==> src/rtl/esr_pkg.sv <==
package esr_pkg;
  localparam int unsigned DW = 8;
  localparam logic ADDR_STATUS = 1'b0;
  localparam logic ADDR_IMASK  = 1'b1;
  typedef logic [DW-1:0] word_t;
endpackage

==> src/rtl/esr_rst_sync.sv <==
module esr_rst_sync #(
  parameter int unsigned STAGES = 2
) (
  input  logic clk,
  input  logic rst_n,
  output logic rst_sync_n
);
  logic [STAGES-1:0] sync_q;

  always_ff @(posedge clk or negedge rst_n) begin
    if (!rst_n) sync_q <= '0;
    else        sync_q <= {sync_q[STAGES-2:0], 1'b1};
  end

  assign rst_sync_n = sync_q[STAGES-1];
endmodule

==> src/rtl/esr_latch_cell.sv <==
module esr_latch_cell (
  input  logic clk,
  input  logic rst_n,
  input  logic evt_i,
  input  logic sel_i,
  output logic lat_o,
  output logic img_o
);
  logic lat_q, lat_d;
  logic img_q, img_d;
  logic img_en;

  always_comb begin
    lat_d  = evt_i | (lat_q & ~sel_i);
    img_en = sel_i;
    img_d  = lat_q;
  end

  always_ff @(posedge clk or negedge rst_n) begin
    if (!rst_n) lat_q <= 1'b0;
    else        lat_q <= lat_d;
  end

  always_ff @(posedge clk or negedge rst_n) begin
    if (!rst_n)      img_q <= 1'b0;
    else if (img_en) img_q <= img_d;
  end

  assign lat_o = lat_q;
  assign img_o = img_q;


  lat_set_on_evt_chk: assert property (@(posedge clk) disable iff (!rst_n)
    evt_i |=> lat_q);

  lat_clear_on_sel_chk: assert property (@(posedge clk) disable iff (!rst_n)
    (sel_i && !evt_i) |=> !lat_q);

  img_snapshot_chk: assert property (@(posedge clk) disable iff (!rst_n)
    sel_i |=> (img_q == $past(lat_q)));

  img_hold_chk: assert property (@(posedge clk) disable iff (!rst_n)
    !sel_i |=> $stable(img_q));
endmodule

==> src/rtl/esr_rdport.sv <==
module esr_rdport
  import esr_pkg::*;
#(
  parameter word_t LATCH_MAP = 8'h3F
) (
  input  logic  clk,
  input  logic  rst_n,
  input  logic  rd_stb_i,
  input  logic  addr_i,
  input  word_t img_i,
  input  word_t live_i,
  input  word_t imask_i,
  output word_t rdata_o
);
  word_t rdata_q, rdata_d, status_w;

  always_comb begin
    status_w = (img_i & LATCH_MAP) | (live_i & ~LATCH_MAP);
    rdata_d  = (addr_i == ADDR_IMASK) ? imask_i : status_w;
  end

  always_ff @(posedge clk or negedge rst_n) begin
    if (!rst_n)        rdata_q <= '0;
    else if (rd_stb_i) rdata_q <= rdata_d;
  end

  assign rdata_o = rdata_q;


  rdata_hold_chk: assert property (@(posedge clk) disable iff (!rst_n)
    !rd_stb_i |=> $stable(rdata_q));
endmodule

==> src/rtl/evt_status_reg.sv <==
module evt_status_reg
  import esr_pkg::*;
#(
  parameter word_t LATCH_MAP = 8'h3F
) (
  input  logic       clk,
  input  logic       rst_n,
  input  logic       cs_i,
  input  logic       wr_i,
  input  logic       rd_i,
  input  logic       addr_i,
  input  logic [7:0] wdata_i,
  output logic [7:0] rdata_o,
  input  logic [7:0] evt_i,
  input  logic [7:0] live_i,
  output logic       irq_o
);
  logic  rst_sync_n;
  logic  wr_status, wr_imask, rd_stb;
  word_t lat_w, img_w;
  word_t imask_q, imask_d;

  esr_rst_sync #(.STAGES(2)) u_rst (
    .clk        (clk),
    .rst_n      (rst_n),
    .rst_sync_n (rst_sync_n)
  );

  always_comb begin
    wr_status = cs_i & wr_i & (addr_i == ADDR_STATUS);
    wr_imask  = cs_i & wr_i & (addr_i == ADDR_IMASK);
    rd_stb    = cs_i & rd_i;
    imask_d   = wdata_i;
  end

  for (genvar k = 0; k < DW; k++) begin : g_bit
    if (LATCH_MAP[k]) begin : g_latched
      esr_latch_cell u_cell (
        .clk   (clk),
        .rst_n (rst_sync_n),
        .evt_i (evt_i[k]),
        .sel_i (wr_status & wdata_i[k]),
        .lat_o (lat_w[k]),
        .img_o (img_w[k])
      );
    end else begin : g_live
      assign lat_w[k] = 1'b0;
      assign img_w[k] = 1'b0;
    end
  end

  always_ff @(posedge clk or negedge rst_sync_n) begin
    if (!rst_sync_n)   imask_q <= '0;
    else if (wr_imask) imask_q <= imask_d;
  end

  assign irq_o = |(lat_w & imask_q);

  esr_rdport #(.LATCH_MAP(LATCH_MAP)) u_rd (
    .clk      (clk),
    .rst_n    (rst_sync_n),
    .rd_stb_i (rd_stb),
    .addr_i   (addr_i),
    .img_i    (img_w),
    .live_i   (live_i),
    .imask_i  (imask_q),
    .rdata_o  (rdata_o)
  );


  irq_cause_chk: assert property (@(posedge clk) disable iff (!rst_sync_n)
    $rose(irq_o) |-> ($past(|(evt_i & LATCH_MAP)) || $past(wr_imask)));

  irq_drop_cause_chk: assert property (@(posedge clk) disable iff (!rst_sync_n)
    $fell(irq_o) |-> ($past(wr_status) || $past(wr_imask)));

  reset_quiet_chk: assert property (@(posedge clk)
    !rst_sync_n |-> (!irq_o && rdata_o == 8'h00));
endmodule

==> config.mk <==
export PLATFORM = sky130hd
export DESIGN_NAME = evt_status_reg
export DESIGN_NICKNAME = d
export VERILOG_FILES = /design/src/rtl/esr_pkg.sv /design/src/rtl/esr_rst_sync.sv /design/src/rtl/esr_latch_cell.sv /design/src/rtl/esr_rdport.sv /design/src/rtl/evt_status_reg.sv
export SDC_FILE = /design/constraint.sdc
export NUM_CORES = 1
export LEC_CHECK = 0
export ABC_CLOCK_PERIOD_IN_PS = 1370
export BUFFER_PORTS_ARGS = -buffer_cell sky130_fd_sc_hd__buf_2
export CORE_MARGIN = 1
export CORE_UTILIZATION = 45
export DETAILED_ROUTE_END_ITERATION = 10
export PLACE_DENSITY = 0.79
export SKIP_CTS_REPAIR_TIMING = 1
export SLEW_MARGIN = 20
export SYNTH_ARGS = -nofsm -noshare
export SYNTH_HDL_FRONTEND = slang
export SYNTH_SLANG_ARGS = --single-unit
==> constraint.sdc <==
create_clock -name clk -period 1.37 [get_ports clk]
set_input_delay 0.2055 -clock clk [delete_from_list [all_inputs] [get_ports clk]]
set_output_delay 0.2055 -clock clk [all_outputs]
set_load 0.03 [all_outputs]
==> results of run 1 <==
==> area by class of cell <==
type                       count  area share
multi-input combinational     57       0.324
timing repair buffer          35       0.129
tap                           30      0.0246
sequential                    30       0.493
clock buffer                   7      0.0296
==> cell families after synthesis <==
kind of cell           Yosys count
flip-flops                      30
AO/OA/AOI/OAI                   25
multiplexers                    22
AND/OR/NAND/NOR                  9
buffers and inverters            6
other                            1
==> cell usage after synthesis <==
cell	instances	area (sq um)
a21o_1	4	30.0
a21o_2	2	17.5
a21oi_1	16	80.1
a22oi_1	3	22.5
and2_2	1	7.51
buf_2	3	15.0
buf_6	1	11.3
buf_8	1	15.0
clkbuf_8	1	13.8
conb_1	1	3.75
dfrtp_1	30	751
mux2_1	6	67.6
mux2_2	8	90.1
mux2i_1	8	80.1
nand3_1	1	5.00
nand3_4	1	17.5
nand4b_1	6	52.6
==> worst paths after layout <==
kind,slack (ps),endpoint
max in group asynchronous,870,g_bit[4].g_latched.u_cell.img_o
min,60,g_bit[4].g_latched.u_cell.lat_o
max reg2reg,430,g_bit[0].g_latched.u_cell.img_o
min in group asynchronous,200,u_rst.sync_q[1]
min reg2reg,240,g_bit[2].g_latched.u_cell.lat_o
max,-60,irq_o
==> sequential cells by signal, indices dropped and copies added (netlist names) <==
name and count:
imask_q 8, g_bit.g_latched.u_cell.lat_o 6, u_rst.sync_q 2, g_bit.g_latched.u_cell.img_o 6
u_rd.rdata_o 8
==> routing by layer <==
metal  track usage  vias to the layer above  part of all wire
met5             0                        -                 0
met4        0.0643                        0             0.015
met3        0.0749                        6             0.069
met2         0.289                       30              0.48
met1         0.243                      435              0.44
li1              -                      414                 -
==> power by group <==
group / internal [mW] / switching, mW
clock network: 0.193 / 0.275
registers: 1.01 / 0.0817
logic: 0.183 / 0.250
==> critical path: cells and delay by family (launching register included) <==
kind	cells	cell delay, ps
DFF	1	410
AOI/OAI and AO/OA	1	240
buffers and inverters	1	150
and+or+nand+nor	1	110
==> metrics by stage <==
| step | worst slack [ps] | std cells | hold slack, ps |
|---|---|---|---|
| 2_1_floorplan | 350 | 93 | -90.1 |
| 3_3_place_gp | 264 | 150 | -10.2 |
| 3_5_place_dp | 226 | 150 | -7.56 |
| 4_1_cts | -160 | 157 | -364 |
| 5_1_grt | -104 | 159 | 51.0 |
| 6_report | -60.9 | 159 | 56.3 |
==> impl_metrics.json, run 1 <==
{
  "ant_nets": 0,
  "seq_area_sq_um": 751,
  "drive_gt1_frac": 0.426,
  "max_stage_delay_ps": 410,
  "synth_top_family_by_area": "multiplexers",
  "synthSimpleGateAreaFrac": 0.0645,
  "hold_depth": 2,
  "power_leakage_nw": 0.641,
  "grt_start_max_net_pins": 29,
  "dp_hpwl_mm": 1.80,
  "clk_pin_slew_ps": 80,
  "layout_setup_ws_ps": -60.9,
  "setup-tns-final_ps": -60.9,
  "start_util": 0.494,
  "skew_ps": 3.48,
  "synth-compound-area-share": 0.117,
  "ys_types": 17,
  "root_buffer": "clkbuf_4",
  "hold_path.class": "input port to flip-flop",
  "worstPathArrival_ps": 1230,
  "fillers": 221,
  "rows": 18,
  "crit_slowest_cell": "dfrtp_1",
  "n_antenna_cell": 0,
  "coreArea_sq_mm": 0.00259,
  "final_common_cell": "dfrtp_1",
  "place_area_sq_mm": 0.00144,
  "grt_util_all_layers": 0.188,
  "first_global_vias": 919,
  "min_period_ps": 1430,
  "drv_cap": 0,
  "syn-num-nets": 123,
  "multi_input_area_sq_um": 494,
  "die_y_um": 55.3,
  "antenna_found_initial": 0,
  "period_share": 1.04,
  "ys_seq_area_frac": 0.587,
  "grt-ovfl-total": 0,
  "clock_path_buffers": 2,
  "ys_ff_latch": 30,
  "synth_xor_area_frac": 0,
  "cts_tree": "done",
  "endpoint_kind": "primary output",
  "syn2layout_area_growth_pct": 19.1,
  "syn-instance-count": 93,
  "cp-startpoint": "g_bit[0].g_latched.u_cell.lat_o",
  "io_buffers": 30,
  "die_x_um": 55.3,
  "layout.nets": 159,
  "dieArea_sq_mm": 0.00306,
  "synth_area_per_cell_sq_um": 13.8,
  "grt_pass1_wl_mm": 4.35,
  "routed_wl_mm": 2.52,
  "clk_latency_ps": 320,
  "drt_first_pass_iters": 4,
  "run_status": "complete, but fails checks",
  "crit_type": "flip-flop to primary output",
  "path_max_fanout": 2,
  "worstReg2RegStart": "g_bit[0].g_latched.u_cell.lat_o",
  "hold_violations": 0,
  "fin_total_pwr_mw": 1.99,
  "final_core_util": 0.588,
  "drc": 0,
  "io_pins": 39,
  "place_congestion": 0.800,
  "numClockSinks": 30,
  "synth_fa_ha_area_frac": 0,
  "setup_viol": 1,
  "rsz0062_at_grt": "yes",
  "crit_required_ps": 1160,
  "numCtsBuffers": 5,
  "start_kind": "flip-flop",
  "vias": 885,
  "muxShareOfSynthArea": 0.186,
  "power_density_mw_per_mm2": 1310,
  "yosysWarnings": 0,
  "failed_checks": "setup timing",
  "reg2reg_depth": 2,
  "via_per_inst": 5.57,
  "fmax_ghz": 0.699,
  "final_cell_area_sq_mm": 0.00152,
  "wire_per_inst_um": 15.9,
  "synth_area_sq_mm": 0.00128,
  "crit_chain": "a22oi_2, nand3_2, buf_6",
  "ir_drop_v": 0.000812,
  "drt_iter0_drc": 35,
  "drv_slew": 0,
  "final_cell_mix": "dfrtp_1, buf_2, a21oi_1",
  "htreeDepth": 2,
  "hold_start": "evt_i[4]"
}
Note: power is estimated with default switching activity, not from simulation.
==> inputs of run 2 (changes only) <==
Settings changed: SKIP_CTS_REPAIR_TIMING 1 to default.
==> impl_metrics.json, run 2 (synthesis results as in run 1) <==
{
  "grt-ovfl-total": 0,
  "numCtsBuffers": 5,
  "hold_path.class": "input port to flip-flop",
  "drive_gt1_frac": 0.426,
  "routed_wl_mm": 2.52,
  "crit_type": "flip-flop to primary output",
  "clock_path_buffers": 2,
  "setup-tns-final_ps": -59.7,
  "via_per_inst": 5.56,
  "p_int_mw": 1.38,
  "power_frac_comb": 0.217,
  "io_buffers": 30,
  "first_global_vias": 925,
  "max_stage_delay_ps": 400,
  "dieArea_sq_mm": 0.00306,
  "skew_ps": 3.35,
  "fmax_ghz": 0.699,
  "root_buffer": "clkbuf_4",
  "final_common_cell": "dfrtp_1",
  "placed_cells": 150,
  "period_share": 1.04,
  "htreeDepth": 2,
  "stdcell_count": 159,
  "n_antenna_cell": 0,
  "power_frac_seq": 0.548,
  "p_sw_frac": 0.304,
  "power_density_mw_per_mm2": 1310,
  "drv_cap": 0,
  "start_kind": "flip-flop",
  "clk_pin_slew_ps": 80,
  "antenna_found_initial": 0,
  "io_pins": 39,
  "die_x_um": 55.3,
  "failed_checks": "setup timing",
  "syn2layout_area_growth_pct": 19.1,
  "drt_iter0_drc": 31,
  "die_y_um": 55.3,
  "p_switching_mw": 0.606,
  "clk_latency_ps": 320,
  "worstPathArrival_ps": 1220,
  "path_max_fanout": 2,
  "layout_setup_ws_ps": -59.7,
  "grt_pass1_wl_mm": 4.34,
  "cts_tree": "done",
  "power_leakage_nw": 0.641,
  "ant_nets": 0,
  "rsz0062_at_grt": "yes",
  "drv_slew": 0,
  "rows": 18,
  "numClockSinks": 30,
  "layout.nets": 159,
  "endpoint_kind": "primary output",
  "grt_util_all_layers": 0.189,
  "r2r_slack_ps": 440,
  "crit_chain": "a22oi_2, nand3_2, buf_6",
  "dp_hpwl_mm": 1.80,
  "crit_required_ps": 1160,
  "final_core_util": 0.588,
  "hold_violations": 0,
  "final_cell_mix": "dfrtp_1, buf_2, a21oi_1",
  "setup_viol": 1,
  "grt_start_max_net_pins": 29,
  "run_status": "complete, but fails checks",
  "min_period_ps": 1430,
  "place_congestion": 0.800,
  "start_util": 0.494,
  "coreArea_sq_mm": 0.00259,
  "ir_drop_v": 0.000810,
  "crit_slowest_cell": "dfrtp_1",
  "wire_per_inst_um": 15.8,
  "vias": 884,
  "drc": 0,
  "drt_first_pass_iters": 4,
  "p_clk_frac": 0.235
}
[run 2: cell counts in the layout (fill, tap and decap cells not counted)]
No cell type changed its count.
[run 2: metal layers]
layer	track usage	wire, um	vias up
met4	0.0643	38	0
met3	0.0749	166	6
met1	0.243	1110	433
li1	-	-	413
met2	0.291	1210	32
met5	0	0	-
[run 2: area by class of cell]
class,instances,area (sq um)
clock buffers,7,45.0
fillers,224,1070
multi-input cells,57,494
flip-flops and latches,30,751
well taps,30,37.5
repair buffers,35,196
[run 2: repair_timing]
action                                  in CTS  in global routing
hold buffers                                 1                  0
endpoints found under the hold margin        2                  0
pin swaps                                    3                  0
buffers inserted                             1                  0
gates resized for setup                      5                  1
endpoints found under the setup margin       1                  1
[run 2: per-stage QoR]
step | setup WS [ps] | total power [mW] | hold slack (ps) | cell area (sq um)
after global placement | 264 | 1.50 | -10.2 | 1440
after detailed placement | 226 | 1.52 | -7.56 | 1440
final | -59.7 | 1.99 | 55.9 | 1520
after global routing | -99.6 | 2.09 | 51.0 | 1520
after CTS | -68.7 | 2.01 | 45.8 | 1520
after floorplan | 350 | 1.38 | -90.1 | 1280
[run 2: path summary, 6_finish.rpt]
check,cells after the start,from,endpoint
min in group asynchronous,2,rst_n,u_rst.sync_q[1]
worst min register to register,1,u_rst.sync_q[1],g_bit[2].g_latched.u_cell.lat_o
worst max-delay path,3,g_bit[0].g_latched.u_cell.lat_o,irq_o
worst max register to register,2,g_bit[0].g_latched.u_cell.lat_o,g_bit[0].g_latched.u_cell.img_o
max in group asynchronous,1,u_rst.sync_q[1],g_bit[4].g_latched.u_cell.img_o
worst min-delay path,2,evt_i[4],g_bit[4].g_latched.u_cell.lat_o
[run 2: power by group through the flow]
| stage | clock, mW | sequential [mW] | combinational (mW) |
|---|---|---|---|
| final | 0.468 | 1.09 | 0.432 |
| after global routing | 0.518 | 1.10 | 0.468 |
| after CTS | 0.485 | 1.09 | 0.435 |
| after detailed placement | 0 | 1.10 | 0.417 |
| after global placement | 0 | 1.09 | 0.403 |
| after floorplan | 0 | 1.19 | 0.189 |
[run 2: critical path: cells and delay by family (launching register included)]
family | cells | cell delay, ps
AOI/OAI and AO/OA | 1 | 240
DFF | 1 | 400
buffers and inverters | 1 | 150
and+or+nand+nor | 1 | 110
==> inputs of run 3 (changes only) <==
Settings changed: ABC_CLOCK_PERIOD_IN_PS 1370 to 1500.
Clock period 1.37 ns to 1.5 ns, I/O delays scaled along.
==> impl_metrics.json, run 3 (synthesis results as in run 1) <==
{
  "io_pins": 39,
  "p_switching_mw": 0.587,
  "hold_start": "evt_i[1]",
  "dieArea_sq_mm": 0.00306,
  "grt_start_max_net_pins": 29,
  "place_congestion": 0.789,
  "power_frac_seq": 0.444,
  "clock_path_buffers": 2,
  "ir_drop_v": 0.00137,
  "wire_per_inst_um": 16.0,
  "hold_depth": 2,
  "drv_slew": 0,
  "endpoint_kind": "primary output",
  "numCtsBuffers": 5,
  "root_buffer": "clkbuf_4",
  "layout_setup_ws_ps": 66.1,
  "fmax_ghz": 0.697,
  "p_clk_frac": 0.379,
  "crit_family": "flip-flops",
  "crit_slowest_cell": "dfrtp_1",
  "drt_iter0_drc": 9,
  "vias": 876,
  "rsz0062_at_grt": "yes",
  "ant_nets": 0,
  "routed_wl_mm": 2.53,
  "p_sw_frac": 0.262,
  "power_frac_comb": 0.177,
  "power_leakage_nw": 0.665,
  "final_core_util": 0.606,
  "antenna_found_initial": 0,
  "grt_pass1_wl_mm": 4.32,
  "max_stage_delay_ps": 410,
  "drc": 0,
  "numClockSinks": 30,
  "final_common_cell": "dfrtp_1",
  "start_util": 0.494,
  "dp_hpwl_mm": 1.80,
  "coreArea_sq_mm": 0.00259,
  "power_density_mw_per_mm2": 1430,
  "start_kind": "flip-flop",
  "via_per_inst": 5.54,
  "final_cell_mix": "dfrtp_1, buf_2, a21oi_1",
  "r2r-end": "imask_q[0]",
  "hold_end": "g_bit[1].g_latched.u_cell.lat_o",
  "hold_path.class": "input port to flip-flop",
  "fin_total_pwr_mw": 2.24,
  "path_max_fanout": 3,
  "drive_gt1_frac": 0.430,
  "period_share": 0.956,
  "place_ws_ps": 278,
  "grt_util_all_layers": 0.187,
  "first_global_vias": 1013,
  "io_buffers": 30,
  "worstReg2RegStart": "imask_q[0]",
  "reg2reg_depth": 2,
  "worstPathArrival_ps": 1210,
  "n_antenna_cell": 0,
  "drt_first_pass_iters": 4,
  "htreeDepth": 2,
  "clk_pin_slew_ps": 100,
  "hold_violations": 0,
  "p_int_mw": 1.65,
  "stdcell_count": 158,
  "crit_required_ps": 1270,
  "placed_cells": 148,
  "crit_chain": "a22oi_1, nand3_2, buf_6",
  "die_x_um": 55.3,
  "drv_cap": 0,
  "min_period_ps": 1430,
  "die_y_um": 55.3,
  "syn2layout_area_growth_pct": 22.7,
  "grt-ovfl-total": 0,
  "r2r_slack_ps": 560,
  "crit_type": "flip-flop to primary output",
  "cp.buffers_inverters": 1,
  "setup_viol": 0,
  "run_status": "completed",
  "layout.nets": 157,
  "cts_tree": "done",
  "rows": 18,
  "skew_ps": 7.07,
  "clk_latency_ps": 330
}
## run 3: changes by cell type in the layout (fill, tap and decap cells not counted), sizes merged
cell | previous run | this run
clkbuf | 7 | 6
bufinv | 0 | 2
buf | 34 | 32
## run 3: per-layer routing
metal  GRT usage  share of wire  vias to the layer above
met1       0.217           0.42                      434
met3      0.0726          0.063                        0
met4      0.0786              0                        0
met5           0              0                        -
met2       0.306           0.51                       32
li1            -              -                      410
## run 3: timing repair
item | CTS | global route
hold buffers | 1 | 0
buffers inserted | 0 | 1
endpoints found under the hold margin | 2 | 0
resized for setup | 1 | 5
cloned | 0 | 0
endpoints found under the setup margin | 1 | 1
pin swaps | 0 | 1
## run 3: final cells by class
class	instances	area (sq um)
well taps	30	37.5
clock inverters	2	60.1
multi-input cells	57	489
flip-flops and latches	30	751
clock buffers	6	51.3
fillers	234	1020
repair buffers	33	181
## run 3: power groups by stage
stage | sequential (mW) | combinational, mW | clock, mW
floorplan | 1.09 | 0.172 | 0
global placement | 0.998 | 0.364 | 0
detailed placement | 1.01 | 0.378 | 0
CTS | 0.992 | 0.383 | 0.870
global route | 1.01 | 0.427 | 0.904
finish | 0.994 | 0.395 | 0.849
## run 3: through the flow
step,area [sq um],hold WS [ps],TNS [ps]
floorplan,1280,-70.6,0
global placement,1420,9.26,0
finish,1570,63.5,0
CTS,1550,41.4,0
detailed placement,1420,12.7,0
global route,1570,45.4,-29.6
## run 3: worst max path at each step
stage	startpoint	to	slack [ps]	cells past startpoint
finish	imask_q[1]	irq_o	70	3
global route	g_bit[0].g_latched.u_cell.lat_o	irq_o	-30	3
CTS	imask_q[2]	irq_o	20	3
detailed placement	addr_i	imask_q[0]	280	3
global placement	addr_i	imask_q[7]	290	3
floorplan	imask_q[1]	irq_o	460	2
